<file path="config.mk">
export PLATFORM = sky130hd
export DESIGN_NAME = adc_clk_trig_gen
export DESIGN_NICKNAME = d
export VERILOG_FILES = /design/src/rtl/adc_trig_pkg.sv /design/src/rtl/adc_trig_ctrl.sv /design/src/rtl/adc_trig_datapath.sv /design/src/rtl/adc_clk_trig_gen.sv
export SDC_FILE = /design/constraint.sdc
export NUM_CORES = 1
export LEC_CHECK = 0
export BUFFER_PORTS_ARGS = -buffer_cell sky130_fd_sc_hd__buf_2
export CAP_MARGIN = 15
export CORE_MARGIN = 5
export CORE_UTILIZATION = 40
export DETAILED_ROUTE_END_ITERATION = 8
export PLACE_DENSITY = 0.6
export SETUP_SLACK_MARGIN = 0.02
export SLEW_MARGIN = 20
export SYNTH_ARGS = -nofsm -noshare
export SYNTH_HDL_FRONTEND = slang
export SYNTH_SLANG_ARGS = --single-unit
</file>
<file path="constraint.sdc">
create_clock -name clk -period 1.71 [get_ports clk]
set_input_delay 0.171 -clock clk [delete_from_list [all_inputs] [get_ports clk]]
set_output_delay 0.171 -clock clk [all_outputs]
set_load 0.02 [all_outputs]
</file>
<file path="src/rtl/adc_trig_pkg.sv">
package adc_trig_pkg;

  typedef enum logic [1:0] {
    MODE_ONE   = 2'b00,
    MODE_TWO   = 2'b01,
    MODE_THREE = 2'b10,
    MODE_RSVD  = 2'b11
  } chanMode_e;

  typedef struct packed {
    logic clkHigh;
    logic trigWin;
  } stepStrobe_t;

endpackage

</file>
<file path="src/rtl/adc_trig_ctrl.sv">
module adc_trig_ctrl
  import adc_trig_pkg::*;
#(
  parameter int DIV         = 5,
  parameter int HIGH_PHASES = 2,
  parameter int TRIG_START  = 2,
  parameter int TRIG_LEN    = 2,
  parameter int FRAME_ONE   = 5,
  parameter int FRAME_TWO   = 8,
  parameter int FRAME_THREE = 13
) (
  input  logic        clk,
  input  logic        rst,
  input  logic [1:0]  modeSel,
  input  logic        enable,
  input  logic        syncIn,
  output stepStrobe_t strobes
);

  localparam int MAXF12 = (FRAME_ONE > FRAME_TWO) ? FRAME_ONE : FRAME_TWO;
  localparam int MAXF   = (MAXF12 > FRAME_THREE) ? MAXF12 : FRAME_THREE;
  localparam int PW     = $clog2(DIV + 1);
  localparam int FW     = (MAXF > 1) ? $clog2(MAXF) : 1;

  localparam logic [PW-1:0] PH_LAST   = PW'(DIV - 1);
  localparam logic [PW-1:0] PH_HIGH   = PW'(HIGH_PHASES);
  localparam logic [PW-1:0] PH_TSTART = PW'(TRIG_START);
  localparam logic [PW-1:0] PH_TEND   = PW'(TRIG_START + TRIG_LEN);
  localparam logic [FW-1:0] F1_LAST   = FW'(FRAME_ONE - 1);
  localparam logic [FW-1:0] F2_LAST   = FW'(FRAME_TWO - 1);
  localparam logic [FW-1:0] F3_LAST   = FW'(FRAME_THREE - 1);

  logic [2:0]    syncPipe;
  logic          syncRise;
  logic [PW-1:0] phase;
  logic [FW-1:0] frame;
  logic [FW-1:0] frameLast;
  chanMode_e     activeMode;
  logic          phaseEnd;
  logic          boundary;

  // two synchronizer flops, then one history flop for edge detection
  always_ff @(posedge clk) begin
    if (rst) syncPipe <= '0;
    else     syncPipe <= {syncPipe[1:0], syncIn};
  end
  assign syncRise = syncPipe[1] & ~syncPipe[2];

  always_comb begin
    case (activeMode)
      MODE_TWO:   frameLast = F2_LAST;
      MODE_THREE: frameLast = F3_LAST;
      default:    frameLast = F1_LAST;
    endcase
  end

  assign phaseEnd = (phase == PH_LAST);
  assign boundary = phaseEnd && (frame == frameLast);

  always_ff @(posedge clk) begin
    if (rst) begin
      phase      <= '0;
      frame      <= '0;
      activeMode <= MODE_RSVD;
    end else if (syncRise) begin
      phase      <= '0;
      frame      <= '0;
      activeMode <= chanMode_e'(modeSel);
    end else begin
      phase <= phaseEnd ? '0 : phase + 1'b1;
      if (phaseEnd) frame <= (frame == frameLast) ? '0 : frame + 1'b1;
      if (boundary) activeMode <= chanMode_e'(modeSel);
    end
  end

  always_comb begin
    strobes.clkHigh = (phase < PH_HIGH);
    strobes.trigWin = enable && (activeMode != MODE_RSVD) && (frame == '0) &&
                      (phase >= PH_TSTART) && (phase < PH_TEND);
  end


  phase_range_chk: assert property (@(posedge clk) disable iff (rst)
    phase <= PH_LAST);


  mode_hold_chk: assert property (@(posedge clk) disable iff (rst)
    !(boundary || syncRise) |=> $stable(activeMode));

endmodule

</file>
<file path="src/rtl/adc_trig_datapath.sv">
module adc_trig_datapath
  import adc_trig_pkg::*;
#(
  parameter int TRIG_LEN = 2
) (
  input  logic        clk,
  input  logic        rst,
  input  stepStrobe_t strobes,
  output logic        mclkOut,
  output logic        trigOut
);

  localparam int RW = $clog2(TRIG_LEN + 2);

  logic [RW-1:0] highRun;

  always_ff @(posedge clk) begin
    if (rst) begin
      mclkOut <= 1'b0;
      trigOut <= 1'b0;
    end else begin
      mclkOut <= strobes.clkHigh;
      trigOut <= strobes.trigWin;
    end
  end

  // observation counter for the pulse-width check
  always_ff @(posedge clk) begin
    if (rst)          highRun <= '0;
    else if (trigOut) highRun <= highRun + 1'b1;
    else              highRun <= '0;
  end


  trig_len_chk: assert property (@(posedge clk) disable iff (rst)
    trigOut |-> (highRun < RW'(TRIG_LEN)));


  trig_in_low_chk: assert property (@(posedge clk) disable iff (rst)
    trigOut |-> !mclkOut);

endmodule

</file>
<file path="src/rtl/adc_clk_trig_gen.sv">
module adc_clk_trig_gen
  import adc_trig_pkg::*;
#(
  parameter int DIV           = 5,
  parameter int HIGH_PHASES   = 2,
  parameter int TRIG_START    = 2,
  parameter int TRIG_LEN      = 2,
  parameter int FRAME_ONE     = 5,
  parameter int FRAME_TWO     = 8,
  parameter int FRAME_THREE   = 13,
  parameter int SYS_PERIOD_PS = 5000,
  parameter int RISE_GAP_PS   = 3000,
  parameter int FALL_GAP_PS   = 7000,
  parameter int PULSE_MIN_PS  = 5000,
  parameter int PULSE_MAX_PS  = 12500
) (
  input  logic       clk,
  input  logic       rst,
  input  logic [1:0] modeSel,
  input  logic       enable,
  input  logic       syncIn,
  output logic       mclkOut,
  output logic       trigOut
);

  localparam int RISE_PS  = TRIG_START * SYS_PERIOD_PS;
  localparam int WIDTH_PS = TRIG_LEN * SYS_PERIOD_PS;
  localparam int FALL_PS  = (TRIG_START + TRIG_LEN - HIGH_PHASES) * SYS_PERIOD_PS;

  if (RISE_PS < RISE_GAP_PS) begin : g_bad_rise
    $error("trigger start too close to master-clock rising edge");
  end
  if (WIDTH_PS < PULSE_MIN_PS || WIDTH_PS > PULSE_MAX_PS) begin : g_bad_width
    $error("trigger width outside limits");
  end
  if (FALL_PS < FALL_GAP_PS) begin : g_bad_fall
    $error("trigger falls too soon after master-clock falling edge");
  end
  if (TRIG_START + TRIG_LEN > DIV) begin : g_bad_span
    $error("trigger pulse does not fit in one master-clock period");
  end

  stepStrobe_t strobes;

  adc_trig_ctrl #(
    .DIV(DIV), .HIGH_PHASES(HIGH_PHASES), .TRIG_START(TRIG_START),
    .TRIG_LEN(TRIG_LEN), .FRAME_ONE(FRAME_ONE), .FRAME_TWO(FRAME_TWO),
    .FRAME_THREE(FRAME_THREE)
  ) ctrl_i (
    .clk(clk), .rst(rst), .modeSel(modeSel), .enable(enable),
    .syncIn(syncIn), .strobes(strobes)
  );

  adc_trig_datapath #(.TRIG_LEN(TRIG_LEN)) dp_i (
    .clk(clk), .rst(rst), .strobes(strobes),
    .mclkOut(mclkOut), .trigOut(trigOut)
  );


  trig_disable_chk: assert property (@(posedge clk) disable iff (rst)
    !enable |=> !trigOut);

endmodule

</file>
=== Word level (Yosys, flattened, before mapping) ===
Cells that the tools add are included.

* $add $sub $neg: 2
* Multipliers: 0
* Divide/modulo/power cells: 0
* Order comparisons: 3
* Equality and inequality tests: 5
* Shift operators: 0
* Mux-type cells: 4
* Bitwise logic cells: 2
* Reduce and logical (&&, ||, !) cells: 9

{| class="wikitable"
|+ Operator list
! kind !! count
|-
| 4-bit case mux with 2 select lines || 1
|-
| 1-bit logical AND || 5
|-
| 4-bit by 1-bit adder with 4-bit output (second input constant) || 1
|-
| 4-bit equality test || 1
|-
| 4-bit zero test || 1
|-
| 2-bit 2-to-1 mux || 2
|-
| 4-bit 2-to-1 mux || 1
|-
| 3-bit by 1-bit adder with 3-bit output (second input constant) || 1
|-
| 3-bit equality test (second input constant) || 1
|-
| 3-bit by 2-bit >= comparator with 1-bit output (second input constant) || 1
|-
| 3-bit by 2-bit < comparator with 1-bit output (second input constant) || 1
|-
| 3-bit < comparator (second input constant) || 1
|-
| 3-bit OR reduction || 1
|-
| 2-bit by 1-bit equality test with 1-bit output (second input constant) || 1
|-
| 2-bit equality test (second input constant) || 1
|-
| 2-bit inequality test (second input constant) || 1
|-
| 2-bit nonzero test || 1
|-
| 2-bit OR reduction || 1
|-
| 1-bit AND || 1
|-
| 1-bit NOT || 1
|}

* Register bits: 14
* Latch bits: 0
* Memory bits (writable): 0
* ROM bits: 0
* Bits of input ports: 6
* Word-level logic and storage cells: 31
* Memories: 0

=== Logic depth before layout (Yosys ltp) ===
* Word-level depth: 6
* Depth in mapped cells: 6
* Mapped depth without buffers: 6

=== By module ===
Synthesis repeated with hierarchy kept, for this count alone.

* Cell total of the unflattened synthesis: 71
* Area total of the unflattened synthesis: 643.1 um2

{| class="wikitable"
|+ Modules (own cells, without submodules)
! module !! times used !! cells an instance !! area each (um2) !! sequential area each (um2)
|-
| adc_trig_ctrl || 1 || 67 || 590.6 || 240.2
|-
| adc_trig_datapath || 1 || 4 || 52.6 || 40.0
|}

=== Least setup slack after synthesis ===
No wires, ideal clock.

* Kind: register to register
* Start: register ctrl_i.phase[1]
* End: register ctrl_i.activeMode[1]
* Library setup time: 0.072 ns
* Arrival: 1.182 ns
* Slack: 0.456 ns
* Cell stages (with the launch flop): 7
* Buffers on the path: 0
* Clock period less this slack: 1.254 ns
* Cells stage by stage: dfxtp_1 -> inv_1 -> ha_1 -> nand3_1 -> a21oi_1 -> a31o_1 -> mux2i_1

* Longest elaborated chain between the ends: 3

{| class="wikitable"
|+ RTL lines
! item !! RTL line !! RTL
|-
| start: declaration || adc_trig_ctrl.sv:35 || <nowiki>logic [PW-1:0] phase;</nowiki>
|-
| start signal: assignment || adc_trig_ctrl.sv:70 || <nowiki>phase <= phaseEnd ? '0 : phase + 1'b1;</nowiki>
|-
| 3-bit equality test || adc_trig_ctrl.sv:57 || <nowiki>assign phaseEnd = (phase == PH_LAST);</nowiki>
|-
| 1-bit logical AND || adc_trig_ctrl.sv:58 || <nowiki>assign boundary = phaseEnd && (frame == frameLast);</nowiki>
|-
| 2-bit nonzero test (no line) || n/a ||
|-
| end signal: assignment || adc_trig_ctrl.sv:68 || <nowiki>activeMode <= chanMode_e'(modeSel);</nowiki>
|-
| end signal: assignment || adc_trig_ctrl.sv:72 || <nowiki>if (boundary) activeMode <= chanMode_e'(modeSel);</nowiki>
|-
| end: declaration || adc_trig_ctrl.sv:38 || <nowiki>chanMode_e activeMode;</nowiki>
|}

No other way between the ends.
A chain may end at the register's enable or synchronous reset.

=== Worst setup path in the final report ===
Ends and elaborated chain as after synthesis.

==> results.yml <==
synth:
  synth.net_count: 81
  netlist_area_um2: 653
  ys_seq_area_share_pct: 42.9
  synth_cells: 71
  postSynthAreaPerCell_um2: 9.20
  synth_edf_count: 0
  synthFlopType: "dfxtp_1"
  synth_warnings: 0
  synth-seq-cells: 14
  async_reset_ff_share_pct: 0
  ys_types: 25
global_routing:
  use_met2_pct: 12.1
  grt.met3_usage_pct: 4.73
  met1_usage_pct: 11.3
  grt.overflow.total: 0
  grt_pass1_vias: 391
  busiest_layer: "met2"
  antenna_found_initial: 0
  grt_usage_pct: 8.81
  grt_max_degree: 12
  grt_pass1_wl_mm: 1.71
drt:
  ant_nets: 0
  num_vias: 488
  wl_per_cell_um: 11.3
  drc: 0
  routed_via_density: 5.08
  dr.pass1.iters: 2
  wirelength_mm: 1.08
  drtIter0Drc: 9
sta:
  finalMaxSlewViolations: 0
  rsz0062_at_grt: "false"
  finalSetupViolations: 0
  max_slew.worst_pin.slew_ps: 264
  timing.fmax_mhz: 711
  fin_setup_tns_ps: 0
  period_share_pct: 82.3
  finalCriticalPeriod_ps: 1410
  slew_headroom_pct: 82.4
  finalClockSkew_ps: 5.55
  hold_viol: 0
floorplanning:
  initial_core_util_pct: 42.9
  die_x_um: 50.4
  pin_count: 8
  coreArea_mm2: 0.00152
  row_count: 14
  dieArea_mm2: 0.00254
  die_y_um: 50.4
placed_design:
  place.detailed.hpwl_um: 831
  place.gp.congestion: 0.801
  portBuffers: 7
status:
  outcome: "complete, no violations"
final_layout:
  num_antenna_cells: 0
  fillers: 155
  final_nets: 91
  drive_gt1_share_pct: 18.8
  area_growth_pct: 11.5
  final_core_util_pct: 47.8
clocking:
  ctsLongestPathBuffers: 2
  clk_pin_slew_ps: 80
  cts_buffers: 3
  cts.sinks: 14
  insertion_delay_ps: 280
  post_cts_resize_count: 0
  cts_tree: "built"
  htreeDepth: 1
  post_cts_buffers: 0
  root_buffer: "clkbuf_4"
  postCtsHoldBufs: 0
power_and_ir_drop:
  power_density_mw_per_mm2: 896
  peakVddDrop_v: 0.000444
  p_leak_nw: 0.311
setup_path:
  arrival_ps: 1610
  cp-end-kind: "flip-flop"
  worst_path_max_delay_cell: "dfxtp_1"
  cp_top_family: "compound AO/OA/AOI/OAI gates"
  path_class: "flip-flop to flip-flop"
  worstPathCellList: "inv_1, ha_1, nand3_1, a21oi_1, a31o_1, mux2i_1"
  cp_max_fo: 4
  critical_path.max_stage_delay_ps: 350
  required_ps: 1920
  critPathLaunchType: "flip-flop"
  crit_buf_inv: 1
flow_run:
  maxCapViolCount: 0
min_path:
  worst_hold_path_type: "input pin to flip-flop"
Yosys cell counts, types with 2 or more instances:
| master | number | area, um2 |
|---|---|---|
| nor3_1 | 6 | 30.0 |
| inv_1 | 6 | 22.5 |
| nor2b_1 | 4 | 25.0 |
| nand2b_1 | 2 | 12.5 |
| dfxtp_1 | 14 | 280 |
| a21oi_1 | 3 | 15.0 |
| ha_1 | 4 | 50.1 |
| and3_1 | 2 | 12.5 |
| nor2_1 | 6 | 22.5 |
| a211oi_1 | 2 | 15.0 |
| nand3_1 | 4 | 20.0 |
| nand2_1 | 3 | 11.3 |
| xnor2_1 | 3 | 26.3 |
state kept, by name, summed over array words and instances (netlist names):
signal,flops
ctrl_i.syncPipe,3
dp_i.mclkOut,1
ctrl_i.frame,4
ctrl_i.phase,3
ctrl_i.activeMode,2
dp_i.trigOut,1
path summary, 6_finish.rpt:
| kind | start | to | slack, ps | cells past startpoint |
|---|---|---|---|---|
| setup / recovery | ctrl_i.phase[1]$_SDFF_PP0_ | ctrl_i.activeMode[1]$_SDFFE_PP1P_ | 300 | 6 |
| hold / removal | syncIn | ctrl_i.syncPipe[0]$_SDFF_PP0_ | 110 | 2 |
| setup reg to reg | ctrl_i.phase[1]$_SDFF_PP0_ | ctrl_i.activeMode[1]$_SDFFE_PP1P_ | 300 | 6 |
| hold reg to reg | ctrl_i.phase[0]$_SDFF_PP0_ | ctrl_i.phase[0]$_SDFF_PP0_ | 440 | 1 |
routing by layer:
metal	up-vias	routed length [um]
met2	8	468
met5	-	0
met1	219	538
li1	259	-
met4	0	15
met3	2	58
placed cells by master, fill, tap and decap left out, types with 2 or more instances in the layout:
cell      count
ha_1          4
a211oi_1      2
dfxtp_1      14
nand2_1       3
nand3_1       4
clkbuf_4      3
xnor2_1       3
buf_2         7
nand2b_1      2
nor2_1        6
nor3_1        6
a21oi_1       3
nor2b_1       4
and3_1        2
inv_1         6
worst reg2reg max path, cell delays in order (launching register included):
cell	delay, ps
dfxtp_1	350
inv_1	70
ha_1	190
nand3_1	120
a21oi_1	250
a31o_1	200
mux2i_1	160
layout make-up:
cell class / instances / area [um2] / share of cell area, %
Clock buffer: 4 / 36.3 / 4.98
Inverter: 6 / 22.5 / 3.09
Multi-Input combinational cell: 49 / 334 / 45.9
Sequential cell: 14 / 280 / 38.5
Tap cell: 16 / 20.0 / 2.75
Timing Repair Buffer: 7 / 35.0 / 4.81
cells by family (layout without fill, tap and decap cells):
group                      count (synthesis)  count (layout)  synth area share [%]
AOI/OAI and AO/OA                         10              10                  11.7
xor gates and xnor gates                   4               4                  5.36
adders and majority gates                  4               4                  7.66
buffers and inverters                      8              17                  5.94
DFF                                       14              14                  42.9
muxes                                      1               1                  1.53
and+or+nand+nor                           30              30                  24.9
where the power goes:
part           switching [mW]  total, mW  internal [mW]
Sequential             0.0132      0.355          0.341
Clock                   0.103      0.232          0.129
Combinational          0.0355     0.0656         0.0300
Total                   0.152      0.652          0.501
through the flow:
step / instances / hold slack [ps] / power, mW / setup WS, ps / cell area [um2]
after floorplan: 71 / 299 / 0.412 / 456 / 653
after global placement: 92 / 386 / 0.428 / 364 / 692
after detailed placement: 92 / 390 / 0.429 / 314 / 692
after CTS: 96 / 98.8 / 0.665 / 295 / 728
after global routing: 96 / 98.3 / 0.696 / 182 / 728
final: 96 / 110 / 0.652 / 303 / 728
Power figures use the tool's default switching activity.
